`src/rtl/excl_mon_pkg.sv`:
```
package excl_mon_pkg;
  typedef enum logic [1:0] {
    OP_LDX   = 2'd0,
    OP_STX   = 2'd1,
    OP_CLRX  = 2'd2,
    OP_STORE = 2'd3
  } excl_op_e;

  localparam int SZ_W = 2;
  localparam logic [SZ_W-1:0] SZ_BYTE = 2'd0;
  localparam logic [SZ_W-1:0] SZ_HALF = 2'd1;
  localparam logic [SZ_W-1:0] SZ_WORD = 2'd2;
endpackage

```
`src/rtl/excl_local_tag.sv`:
```
module excl_local_tag #(
  parameter int WA_W = 30,
  parameter int SZ_W = 2
) (
  input  logic            clk,
  input  logic            rst,
  input  logic            set_i,
  input  logic            clr_i,
  input  logic [WA_W-1:0] waddr_i,
  input  logic [SZ_W-1:0] size_i,
  output logic            valid_o,
  output logic [WA_W-1:0] waddr_o,
  output logic [SZ_W-1:0] size_o
);
  always_ff @(posedge clk) begin
    if (rst) begin
      valid_o <= 1'b0;
      waddr_o <= '0;
      size_o  <= '0;
    end else if (clr_i) begin
      valid_o <= 1'b0;
    end else if (set_i) begin
      valid_o <= 1'b1;
      waddr_o <= waddr_i;
      size_o  <= size_i;
    end
  end

  // any clear source empties the tag, even against a set
  a_r6_clear_wins: assert property (@(posedge clk) disable iff (rst)
    clr_i |=> !valid_o);

  // a set replaces the recorded word and size
  a_r11_set_records: assert property (@(posedge clk) disable iff (rst)
    (set_i && !clr_i) |=> (valid_o && waddr_o == $past(waddr_i) && size_o == $past(size_i)));
endmodule

```
`src/rtl/excl_global_table.sv`:
```
module excl_global_table #(
  parameter int NUM_REQ = 4,
  parameter int WA_W    = 30
) (
  input  logic               clk,
  input  logic               rst,
  input  logic [NUM_REQ-1:0] set_i,
  input  logic [NUM_REQ-1:0] clr_own_i,
  input  logic [WA_W-1:0]    set_waddr_i,
  input  logic               inv_en_i,
  input  logic [NUM_REQ-1:0] inv_src_i,
  input  logic [WA_W-1:0]    inv_waddr_i,
  output logic [NUM_REQ-1:0] valid_o,
  output logic [WA_W-1:0]    waddr_o [NUM_REQ]
);
  logic [NUM_REQ-1:0] hit;

  for (genvar i = 0; i < NUM_REQ; i++) begin : g_entry
    assign hit[i] = inv_en_i && !inv_src_i[i] && valid_o[i] && (waddr_o[i] == inv_waddr_i);

    always_ff @(posedge clk) begin
      if (rst) begin
        valid_o[i] <= 1'b0;
        waddr_o[i] <= '0;
      end else if (clr_own_i[i] || hit[i]) begin
        valid_o[i] <= 1'b0;
      end else if (set_i[i]) begin
        valid_o[i] <= 1'b1;
        waddr_o[i] <= set_waddr_i;
      end
    end

    // a foreign write to the reserved word removes the entry
    a_r7_foreign_write_drops: assert property (@(posedge clk) disable iff (rst)
      (inv_en_i && !inv_src_i[i] && valid_o[i] && waddr_o[i] == inv_waddr_i) |=> !valid_o[i]);

    // with no own clear, no hit and no set, the entry holds
    a_r5_entry_holds: assert property (@(posedge clk) disable iff (rst)
      (valid_o[i] && !clr_own_i[i] && !set_i[i] &&
       !(inv_en_i && !inv_src_i[i] && waddr_o[i] == inv_waddr_i))
      |=> (valid_o[i] && waddr_o[i] == $past(waddr_o[i])));
  end
endmodule

```
`src/rtl/excl_resp_reg.sv`:
```
module excl_resp_reg #(
  parameter int ADDR_W = 32,
  parameter int DATA_W = 32,
  parameter int SZ_W   = 2
) (
  input  logic              clk,
  input  logic              rst,
  input  logic              stx_fire_i,
  input  logic              grant_i,
  input  logic              write_i,
  input  logic [ADDR_W-1:0] addr_i,
  input  logic [DATA_W-1:0] data_i,
  input  logic [SZ_W-1:0]   size_i,
  output logic              stx_done_o,
  output logic              stx_status_o,
  output logic              wr_en_o,
  output logic [ADDR_W-1:0] wr_addr_o,
  output logic [DATA_W-1:0] wr_data_o,
  output logic [SZ_W-1:0]   wr_size_o
);
  always_ff @(posedge clk) begin
    if (rst) begin
      stx_done_o   <= 1'b0;
      stx_status_o <= 1'b0;
      wr_en_o      <= 1'b0;
      wr_addr_o    <= '0;
      wr_data_o    <= '0;
      wr_size_o    <= '0;
    end else begin
      stx_done_o   <= stx_fire_i;
      stx_status_o <= stx_fire_i && !grant_i;
      wr_en_o      <= write_i;
      wr_addr_o    <= addr_i;
      wr_data_o    <= data_i;
      wr_size_o    <= size_i;
    end
  end
endmodule

```
`src/rtl/excl_monitor.sv`:
```
module excl_monitor
  import excl_mon_pkg::*;
#(
  parameter int NUM_REQ = 4,
  parameter int ADDR_W  = 32,
  parameter int DATA_W  = 32,
  parameter int ID_W    = $clog2(NUM_REQ)
) (
  input  logic               clk,
  input  logic               rst,
  input  logic               req_valid,
  input  logic [1:0]         req_op,
  input  logic [ID_W-1:0]    req_id,
  input  logic [ADDR_W-1:0]  req_addr,
  input  logic [1:0]         req_size,
  input  logic [DATA_W-1:0]  req_data,
  input  logic [NUM_REQ-1:0] exc_event,
  output logic               stx_done,
  output logic               stx_status,
  output logic               wr_en,
  output logic [ADDR_W-1:0]  wr_addr,
  output logic [DATA_W-1:0]  wr_data,
  output logic [1:0]         wr_size
);
  localparam int WA_W = ADDR_W - 2;

  excl_op_e           op;
  logic               is_ldx, is_stx, is_clrx, is_store;
  logic [WA_W-1:0]    req_waddr;
  logic [NUM_REQ-1:0] id_hot;
  logic               grant;

  logic [NUM_REQ-1:0] loc_valid;
  logic [WA_W-1:0]    loc_waddr [NUM_REQ];
  logic [SZ_W-1:0]    loc_size  [NUM_REQ];
  logic [NUM_REQ-1:0] glb_valid;
  logic [WA_W-1:0]    glb_waddr [NUM_REQ];

  assign op        = excl_op_e'(req_op);
  assign is_ldx    = req_valid && (op == OP_LDX);
  assign is_stx    = req_valid && (op == OP_STX);
  assign is_clrx   = req_valid && (op == OP_CLRX);
  assign is_store  = req_valid && (op == OP_STORE);
  assign req_waddr = req_addr[ADDR_W-1:2];
  assign id_hot    = req_valid ? (NUM_REQ'(1) << req_id) : '0;

  for (genvar i = 0; i < NUM_REQ; i++) begin : g_local
    excl_local_tag #(.WA_W(WA_W), .SZ_W(SZ_W)) u_tag (
      .clk     (clk),
      .rst     (rst),
      .set_i   (is_ldx && id_hot[i]),
      .clr_i   (((is_stx || is_clrx) && id_hot[i]) || exc_event[i]),
      .waddr_i (req_waddr),
      .size_i  (req_size),
      .valid_o (loc_valid[i]),
      .waddr_o (loc_waddr[i]),
      .size_o  (loc_size[i])
    );
  end

  assign grant = is_stx && loc_valid[req_id] && glb_valid[req_id]
              && (loc_waddr[req_id] == req_waddr)
              && (loc_size[req_id]  == req_size)
              && (glb_waddr[req_id] == req_waddr);

  excl_global_table #(.NUM_REQ(NUM_REQ), .WA_W(WA_W)) u_gtab (
    .clk         (clk),
    .rst         (rst),
    .set_i       (is_ldx ? id_hot : '0),
    .clr_own_i   ((is_stx ? id_hot : '0) | exc_event),
    .set_waddr_i (req_waddr),
    .inv_en_i    (is_store || grant),
    .inv_src_i   (id_hot),
    .inv_waddr_i (req_waddr),
    .valid_o     (glb_valid),
    .waddr_o     (glb_waddr)
  );

  excl_resp_reg #(.ADDR_W(ADDR_W), .DATA_W(DATA_W), .SZ_W(SZ_W)) u_resp (
    .clk          (clk),
    .rst          (rst),
    .stx_fire_i   (is_stx),
    .grant_i      (grant),
    .write_i      (is_store || grant),
    .addr_i       (req_addr),
    .data_i       (req_data),
    .size_i       (req_size),
    .stx_done_o   (stx_done),
    .stx_status_o (stx_status),
    .wr_en_o      (wr_en),
    .wr_addr_o    (wr_addr),
    .wr_data_o    (wr_data),
    .wr_size_o    (wr_size)
  );

  // response strobe tracks store-exclusive requests one cycle later
  a_r10_done_after_stx: assert property (@(posedge clk) disable iff (rst)
    (req_valid && req_op == 2'd1) |=> stx_done);
  a_r10_no_spurious_done: assert property (@(posedge clk) disable iff (rst)
    !(req_valid && req_op == 2'd1) |=> !stx_done);
  // write-enable of a store-exclusive is the inverse of its status
  a_r2_status_gates_write: assert property (@(posedge clk) disable iff (rst)
    stx_done |-> (wr_en == !stx_status));
  // an ordinary store is always forwarded
  a_r7_store_forwarded: assert property (@(posedge clk) disable iff (rst)
    (req_valid && req_op == 2'd3) |=> (wr_en && !stx_done));
  // a requester with no live local tag is never granted
  a_r1_no_grant_untagged: assert property (@(posedge clk) disable iff (rst)
    (req_valid && req_op == 2'd1 && !loc_valid[req_id]) |=> (stx_status && !wr_en));
endmodule

```
`config.mk`:
```
export PLATFORM = sky130hd
export DESIGN_NAME = excl_monitor
export DESIGN_NICKNAME = d
export VERILOG_FILES = /design/src/rtl/excl_mon_pkg.sv /design/src/rtl/excl_local_tag.sv /design/src/rtl/excl_global_table.sv /design/src/rtl/excl_resp_reg.sv /design/src/rtl/excl_monitor.sv
export SDC_FILE = /design/constraint.sdc
export NUM_CORES = 1
export LEC_CHECK = 0
export BUFFER_PORTS_ARGS = -buffer_cell sky130_fd_sc_hd__buf_2
export CAP_MARGIN = 20
export CORE_ASPECT_RATIO = 0.7
export CORE_MARGIN = 3
export CORE_UTILIZATION = 55
export CTS_CLUSTER_DIAMETER = 40
export DETAILED_ROUTE_END_ITERATION = 8
export GPL_TIMING_DRIVEN = 0
export PLACE_DENSITY = 0.75
export REMOVE_ABC_BUFFERS = 1
export SETUP_SLACK_MARGIN = 0.2
export SLEW_MARGIN = 20
export SYNTH_ARGS = -nofsm -noshare
export SYNTH_HDL_FRONTEND = slang
export SYNTH_SLANG_ARGS = --single-unit
```
`constraint.sdc`:
```
create_clock -name clk -period 3.35 [get_ports clk]
set_clock_uncertainty 0.2 [all_clocks]
set_input_delay 0.5025 -clock clk [delete_from_list [all_inputs] [get_ports clk]]
set_output_delay 0.5025 -clock clk [all_outputs]
set_load 0.1 [all_outputs]
```
==> metrics, run 1 <==
Ports=146; R2R setup slack=0.70 ns; Crit. End Element=flip-flop; main area contributors after synthesis=dfxtp_1 (46%), nand2_1 (10%), a21oi_1 (9.0%); final antenna-violating net count=0; Worst-Margin Slew=0.8865 ns; final core occ=66.39%; Clock Pin Slew Worst Setup and Hold Paths=0.06 ns; Worst EP arrival=3.25 ns; RePlAce Congestion=0.9252; post-DR wirelength/cell=19.72 µm; Crit path largest cell delay=0.62 ns; crit-path max FO=46; Slew headroom=40.90%; dpl hpwl=25120 µm; Critical-path top delay cell=mux4_1; port buffer count=145; status=completed; htree depth=2; Crit path max-delay family=compound AO/OA/AOI/OAI gates; final hold viol count=0; worst vdd ir=0.0004212 V; die area=27620 µm²; Core Box Area=24920 µm²; total CTS buffers=36; area leader, netlist=dfxtp_1; nets=1713; asr flop ratio synth=0%; Worst EP required=3.52 ns; worst path cell trace=buf_8, buf_16, mux4_1, xnor2_1, nand4_1, a2111oi_1, and4_2, a21boi_0; final count of negative-setup-slack endpoints=0; vias in the first global route=10800; Post-synth EDFFs=0; top-area cell type share of the netlist area=46.15%; worst hold path cell count=2; total grt overflow=0; Die Wd=197.4 µm; clock latency on the worst-skew pair=0.53 ns; FF-to-FF path depth=5; Final period util=91.81%; synth warn=0; clk root buf=clkbuf_16; Post-Syn Area per Cell=9.185 µm²; TritonCTS clock tree=yes; R2R Path End=u_resp.stx_status_o; RSZ-0062 raised after global routing=no; Achievable Freq=325.1 MHz; clock tree buffer depth=3; Crit path buffers/inverters=2; Starting Density=56.57%; beginning of the worst hold path=req_data[17]; Die H=140.0 µm; Pre-antenna DRT Iters=6; Total Routed Length=39250 µm; 1st-iter DRT viols=1223; hold endpoint=u_resp.wr_data_o[17]; Slew Limit Fails=0; Syn Inst Count=1535; worst r2r src=u_gtab.waddr_o[45]; # DRC=0; Top FF cell, synth=dfxtp_1; first-pass GRT wire length=60690 µm; initial antenna violation count=1; register area share after synthesis=46.15%; Hold/Removal Path Class=primary input to flip-flop; CP Class=primary input to flip-flop; post-route setup TNS=0 ns; Synth Register Bits=325; CP Launch Type=primary input; Rows=48; Vias per Instance=5.790; largest net degree at the start of global routing=136; Max-Cap Viols=0; synth-to-layout area growth=17.36%; fraction of layout cells with a size suffix above 1=16.05%; Tot GR Track Use=28.11%; routed vias=11520; leakage=0.005945 µW; CTS sink count=325; Yosys cell types=41; PwrDens=551.7 nW/µm²; Final Critical Period=3.076 ns; synthesized area=14100 µm²
==> through the flow <==
stage	setup WS (ns)	power [µW]	hold WS [ns]	std cells	area (µm²)
4_1_cts	0.2249	9176	0.001687	1989	16530
6_report	0.2743	9129	0.01386	1990	16550
3_5_place_dp	-0.4239	4941	0.2418	1890	14920
5_1_grt	0.2159	9414	0.006379	1989	16540
2_1_floorplan	0.7508	4572	0.2255	1410	13460
3_3_place_gp	-2.927	4921	0.2382	1880	14590
==> flip-flops by register name, indices dropped and copies added, names as in the netlist <==
name                   count
u_resp.stx_done_o          1
g_local.u_tag.size_o       8
u_resp.stx_status_o        1
u_resp.wr_size_o           2
u_resp.wr_en_o             1
g_local.u_tag.valid_o      4
g_local.u_tag.waddr_o    120
u_resp.wr_data_o          32
u_gtab.valid_o             4
u_resp.wr_addr_o          32
u_gtab.waddr_o           120
==> worst max path at each step <==
stage	endpoint	cells after the start	startpoint
after floorplan	g_local[1].u_tag.waddr_o[0]	5	req_id[1]
after global placement	g_local[1].u_tag.waddr_o[0]	6	req_id[0]
after detailed placement	u_resp.stx_status_o	8	req_id[1]
after CTS	u_resp.stx_status_o	8	req_id[1]
after global routing	u_resp.stx_status_o	8	req_id[1]
final	u_resp.stx_status_o	8	req_id[1]
==> cell type report <==
type / instances / area, µm²
fillers: 1954 / 8378
multi-input cells: 1084 / 7007
flip-flops and latches: 325 / 6506
repair buffers: 188 / 1343
clock buffers: 49 / 1041
well taps: 325 / 406.6
clock inverters: 17 / 236.5
inverters: 1 / 3.754
diodes: 1 / 2.502
==> per-layer routing <==
layer | part of all wire (%) | track usage, %
met5 | 0.033 | 0
met4 | 2.6 | 8.133
met3 | 11 | 7.670
met2 | 44 | 41.78
met1 | 43 | 40.42
==> cells by family (layout without fill, tap and decap cells) <==
family / count (synthesis) / in the layout / synth area share [%]
AO/OA/AOI/OAI: 287 / 287 / 10.70
AND/OR/NAND/NOR: 573 / 573 / 18.39
multiplexers: 58 / 58 / 9.904
buffers and inverters: 126 / 255 / 4.544
XOR/XNOR: 166 / 166 / 10.31
other: 0 / 1 / 0
flip-flops: 325 / 325 / 46.15
==> where the power goes <==
group | switching, µW | internal, µW | total, µW
Combinational | 690 | 256 | 947
Sequential | 25.1 | 3930 | 3960
Clock | 1640 | 2590 | 4230
==> what timing repair did <==
| item | CTS | global route |
|---|---|---|
| endpoints found under the setup margin | 2 | 6 |
| gates resized for setup | 2 | 5 |
| pin swaps | 0 | 0 |
| hold buffers | 33 | 0 |
| hold endpoints to repair | 33 | 0 |
| setup buffers | 0 | 0 |
==> cell usage after synthesis, drive strengths merged, types with 5 or more instances <==
library cell and number:
xor2 41, nand2 390, nor2b 68, o21ai 10
nand4 36, a211oi 9, xnor2 125, and3 5
clkbuf 84, nor2 12, dfxtp 325, a21oi 253
nand3 9, nor4 17, mux4 58, buf 41
nor3 18
==> cell usage in the layout, fill, tap and decap left out, types with 7 or more instances in the layout <==
cell,n
nand2_1,389
dfxtp_1,325
a21oi_1,253
buf_2,142
xnor2_1,125
nor2b_1,68
xor2_1,41
clkbuf_16,37
nand4_1,34
mux4_2,34
dlygate4sd3_1,33
mux4_1,24
nor3_1,16
nor4_1,14
o21ai_0,10
nand3_1,9
nor2_1,9
a211oi_1,8
buf_16,8
clkbuf_8,7
Note: power is estimated with default switching activity, not from simulation.
==> run 2, diff against run 1 <==
--- a/config.mk
+++ b/config.mk
@@ -13,7 +13,7 @@
 export CTS_CLUSTER_DIAMETER = 40
 export DETAILED_ROUTE_END_ITERATION = 8
 export GPL_TIMING_DRIVEN = 0
-export PLACE_DENSITY = 0.75
+export PLACE_DENSITY = 0.84
 export REMOVE_ABC_BUFFERS = 1
 export SETUP_SLACK_MARGIN = 0.2
 export SLEW_MARGIN = 20
==> constraint.sdc (replaced) <==
create_clock -name clk -period 3.35 [get_ports clk]
set_clock_uncertainty 0.2 [all_clocks]
set_input_delay 0 -clock clk [delete_from_list [all_inputs] [get_ports clk]]
set_output_delay 0 -clock clk [all_outputs]
set_load 0.1 [all_outputs]
==> metrics, run 2 (same netlist as run 1, synthesis figures left out) <==
status=completed; Achievable Freq=343.3 MHz; TritonCTS clock tree=yes; post-route setup TNS=0 ns; post-DR wirelength/cell=19.88 µm; Tot GR Track Use=29.15%; Top Registers=g_local.u_tag.waddr_o: 120 flops, u_gtab.waddr_o: 120 flops; Reg area=6506 µm²; total setup buffers inserted after CTS=0; Final period util=86.96%; clk root buf=clkbuf_16; Final Cell Area=17130 µm²; final antenna-violating net count=0; vias in the first global route=11730; Hold/Removal Path Class=primary input to flip-flop; Final Critical Period=2.913 ns; Core Box Area=24920 µm²; Worst Hold Slack=0.05259 ns; Starting Density=56.57%; met2 Use GR=46.27%; # DRC=0; crit-path max FO=42; Slew Limit Fails=0; fraction of layout cells with a size suffix above 1=15.10%; met3 Use GR=7.526%; post-route insts no fill=2053; Rows=48; first-pass GRT wire length=63940 µm; Critical Path Start=req_id[0]; clock tree buffer depth=3; port buffer count=145; Total Routed Length=40820 µm; Ports=146; Pre-antenna DRT Iters=9; cell area after placement=14890 µm²; busiest grt layer=met2; multi-input logic area=6994 µm²; most common cell after layout, fill and taps aside=nand2_1; RePlAce Congestion=0.9413; clock latency on the worst-skew pair=0.53 ns; Vias per Instance=5.951; CP Class=primary input to flip-flop; Crit. End Element=flip-flop; Max-Cap Viols=0; htree depth=2; leakage=0.006230 µW; final count of negative-setup-slack endpoints=0; synth-to-layout area growth=21.49%; 1st-iter DRT viols=1495; FF-to-FF path depth=6; number of fill cells=1847; total CTS buffers=36; die area=27620 µm²; final hold viol count=0; placed cell count=1889; Die Wd=197.4 µm; nets=1780; Slew headroom=38.79%; dpl hpwl=25390 µm; grt met1 use=39.71%; PwrDens=528.8 nW/µm²; Worst EP required=3.48 ns; routed vias=12220; largest net degree at the start of global routing=136; RSZ-0062 raised after global routing=no; total grt overflow=0; initial antenna violation count=1; Worst EP arrival=3.04 ns; Clock Pin Slew Worst Setup and Hold Paths=0.06 ns; CP Launch Type=primary input; Worst-Margin Slew=0.9181 ns; most frequent cells in the layout=nand2_1 (389), dfxtp_1 (325), a21oi_1 (253); Die H=140.0 µm; CTS sink count=325; ANT cells=0; beginning of the worst hold path=req_data[3]; worst r2r src=u_gtab.waddr_o[61]; worst vdd ir=0.0004497 V; worst hold path cell count=3
==> run 2: cell types whose count changed in the layout (fill, tap and decap cells not counted), sizes merged <==
cell,delta
buf,-1
bufinv,-1
clkbuf,-2
clkinvlp,-1
diode,-1
dlygate4sd3,+68
inv,+1
==> run 2: layout make-up <==
class,count,share of cell area (%)
multi-input combinational,1084,40.84
sequential,325,37.99
timing repair buffer,255,11.61
clock buffer,47,5.976
tap,325,2.374
clock inverter,16,1.198
inverter,1,0.02192
==> run 2: worst max-delay path, cell delays in order <==
cell	delay, ns
buf_4	0.41
buf_16	0.33
mux4_1	0.61
nor3_1	0.18
nor2_1	0.14
a211oi_1	0.65
and4_1	0.44
a21boi_0	0.24
==> run 2: worst paths after layout <==
| kind | endpoint | slack [ns] |
|---|---|---|
| max | u_resp.stx_status_o | 0.44 |
| min | u_resp.wr_data_o[3] | 0.05 |
| max reg2reg | u_resp.stx_status_o | 0.45 |
| min reg2reg | g_local[0].u_tag.waddr_o[27] | 0.25 |
==> run 2: timing repair <==
action                                  4_1_cts  5_1_grt
resized for setup                             0        1
hold endpoints to repair                    325        0
endpoints found under the setup margin        0        1
hold buffers                                101        0
==> run 2: routing by layer <==
metal | vias to the layer above | routed length [µm] | share of wire [%]
li1 | 5571 | - | -
met1 | 5824 | 16200 | 40
met2 | 717 | 18660 | 46
met3 | 104 | 4819 | 12
met4 | 2 | 1130 | 2.8
met5 | - | 7 | 0.017
==> run 2: metrics by stage <==
| step | worst slack (ns) | power (µW) | util (%) |
|---|---|---|---|
| 2_1_floorplan | 1.137 | 4572 | - |
| 3_3_place_gp | -2.292 | 4913 | 58.55 |
| 3_5_place_dp | -0.1770 | 4936 | 59.73 |
| 4_1_cts | 0.3446 | 9088 | 68.71 |
| 5_1_grt | 0.3128 | 9308 | 68.72 |
| 6_report | 0.4369 | 9056 | 68.72 |
==> run 2: where the power goes <==
part | switching [µW] | internal (µW) | total [µW] | leakage, µW
logic | 703 | 301 | 1000 | 0.00299
clock network | 1620 | 2480 | 4090 | 0.000606
registers | 27.4 | 3930 | 3960 | 0.00264
total | 2350 | 6710 | 9060 | 0.00623
==> run 3, diff against run 2 <==
--- a/config.mk
+++ b/config.mk
@@ -13,10 +13,11 @@
 export CTS_CLUSTER_DIAMETER = 40
 export DETAILED_ROUTE_END_ITERATION = 8
 export GPL_TIMING_DRIVEN = 0
-export PLACE_DENSITY = 0.84
+export PLACE_DENSITY_LB_ADDON = 0.12
 export REMOVE_ABC_BUFFERS = 1
 export SETUP_SLACK_MARGIN = 0.2
 export SLEW_MARGIN = 20
 export SYNTH_ARGS = -nofsm -noshare
 export SYNTH_HDL_FRONTEND = slang
+export SYNTH_HIERARCHICAL = 1
 export SYNTH_SLANG_ARGS = --single-unit
==> metrics, run 3 <==
status=finished, violations left; failing checks=negative setup slack; routed vias=13080; total grt overflow=0; Die H=151.3 µm; Hold/Removal Path Class=primary input to flip-flop; htree depth=2; TritonCTS clock tree=yes; CP Class=flip-flop to flip-flop; beginning of the worst hold path=req_data[23]; worst vdd ir=0.0003377 V; final count of negative-setup-slack endpoints=123; Overall Power=9715 µW; Clock Pin Slew Worst Setup and Hold Paths=0.06 ns; Comb power frac=12.9%; Die Wd=213.6 µm; final setup margin=-0.4668 ns; CP Launch Type=flip-flop; Ports=146; Vias per Instance=6.033; Pre-antenna DRT Iters=5; Core Box Area=29280 µm²; Top Registers=g_local.u_tag/waddr_o: 120 flops, u_gtab/waddr_o: 120 flops; clock tree buffer depth=3; post-route setup TNS=-45.03 ns; initial antenna violation count=0; Top FF cell, synth=dfxtp_1; CP dominant cell by count=nand4_1; dpl hpwl=30530 µm; R2R setup slack=-0.47 ns; synth warn=6; worst r2r src=g_local[2].u_tag/waddr_o[0]; FF-to-FF path depth=14; cell area after placement=17640 µm²; asr flop ratio synth=0%; Final Cell Area=20640 µm²; Worst Hold Slack=0.01788 ns; top-area cell type share of the netlist area=39.23%; # DRC=0; Worst EP required=3.61 ns; Rows=52; most common cell after layout, fill and taps aside=dfxtp_1; sequential power share=40.7%; Post-Syn Area per Cell=10.72 µm²; clock latency on the worst-skew pair=0.54 ns; clk root buf=clkbuf_16; most frequent cells in the layout=dfxtp_1 (312), nand2b_1 (281), buf_2 (142); register area share after synthesis=39.23%; Critical Path Start=g_local[2].u_tag/waddr_o[0]; Critical-path top delay cell=mux4_2; Worst EP arrival=4.07 ns; Final period util=113.9%; Slew headroom=24.38%; final antenna-violating net count=0; internal power=7116 µW; ANT cells=0; final hold viol count=0; post-DR wirelength/cell=23.38 µm; Starting Density=56.65%; RSZ-0062 raised after global routing=yes; crit-path max FO=8; area leader, netlist=dfxtp_1; Total Routed Length=50700 µm; synth-to-layout area growth=24.46%; Achievable Freq=262.0 MHz; CTS sink count=325; vias in the first global route=12640; Yosys cell types=44; Synth top cells by count=dfxtp_1 (325), nand2b_1 (281), nand4bb_1 (128); RePlAce Congestion=0.9508; Tot GR Track Use=30.32%; switching share of power=26.75%; worst path cell trace=mux4_2, xnor2_4, nand4_1, nor4_1, nand4_1, buf_6, o21ai_4, nand2_1, nor3_2, nand4_1, o311ai_4, buf_6, buf_12, mux2i_1; nets=1839; port buffer count=145; Worst-Margin Slew=1.132 ns; total CTS buffers=40; Syn Inst Count=1547; fraction of layout cells with a size suffix above 1=21.56%; Max-Cap Viols=0; main area contributors after synthesis=dfxtp_1 (39%), nand2b_1 (11%), nand4bb_1 (8.7%); Post-synth EDFFs=0; Worst Setup EP=u_gtab/waddr_o[14]; Final Critical Period=3.817 ns; first-pass GRT wire length=74980 µm; Slew Limit Fails=0; most common cell in the netlist=dfxtp_1; Crit. End Element=flip-flop; 1st-iter DRT viols=1216; Clk pwr share=46.4%; synthesized area=16590 µm²; Crit path largest cell delay=0.52 ns; die area=32310 µm²; R2R Path End=u_gtab/waddr_o[14]; Net Sw Power=2599 µW; Synth Register Bits=325; largest net degree at the start of global routing=150; leakage=0.008462 µW; PwrDens=470.6 nW/µm²
[run 3: routing by layer]
layer,part of all wire [%],vias to the layer above,GRT usage (%),routed length (µm)
li1,-,5937,-,-
met1,44,6419,42.97,22220
met2,44,586,46.05,22440
met3,8.7,138,6.398,4412
met4,3.2,0,10.63,1629
met5,0,-,0,0
[run 3: through the flow]
| step | std cells | utilization (%) | setup slack [ns] |
|---|---|---|---|
| after floorplan | 1431 | - | -2.766 |
| after global placement | 1954 | 58.32 | -10.33 |
| after detailed placement | 1978 | 60.26 | -1.720 |
| after CTS | 2163 | 69.94 | -0.2519 |
| after global routing | 2168 | 70.50 | -0.5301 |
| final | 2168 | 70.50 | -0.4668 |
[run 3: cells by family after synthesis]
family | after synthesis | share of synthesized area (%)
simple gates | 596 | 26.02
xor+xnor | 173 | 9.136
buf+inv | 122 | 4.406
mux | 182 | 16.14
flops | 325 | 39.23
compound gates | 149 | 5.077
[run 3: worst min path at each step]
stage | end | slack, ns | cells after the start
after floorplan | u_resp/stx_done_o | -0.13 | 1
after CTS | u_resp/wr_data_o[11] | 0.002 | 3
after detailed placement | u_resp/wr_data_o[5] | 0.01 | 2
after global routing | u_resp/wr_data_o[23] | 0.02 | 3
final | u_resp/wr_data_o[23] | 0.02 | 3
after global placement | u_resp/wr_data_o[6] | 0.008 | 2
[run 3: power by group through the flow]
stage | registers (µW) | clock network, µW | logic, µW
floorplan | 4350 | 0 | 355
global placement | 4040 | 0 | 1110
detailed placement | 4040 | 0 | 1120
CTS | 3950 | 4570 | 1220
global route | 3960 | 4720 | 1300
finish | 3960 | 4510 | 1250
[run 3: final cells by class]
type / count / area, µm²
sequential: 325 / 6523
tap: 378 / 473.0
inverter: 6 / 22.52
timing repair buffer: 287 / 2519
clock inverter: 22 / 279.0
fill: 2156 / 8636
clock buffer: 48 / 1102
multi-input combinational: 1102 / 9724
[run 3: repair_timing]
action / in CTS / in global routing
endpoints found under the setup margin: 124 / 177
hold buffers: 82 / 0
setup buffers: 29 / 2
cloned: 4 / 3
pin swaps: 20 / 8
hold endpoints to repair: 324 / 0
gates resized for setup: 68 / 21
[run 3: critical path: cells and delay by family (launching register included)]
family,cells,cell delay [ns]
DFF,1,0.31
AOI/OAI and AO/OA,2,0.57
buffers and inverters,3,0.52
and+or+nand+nor,6,1.20
muxes,2,0.71
xor gates and xnor gates,1,0.23
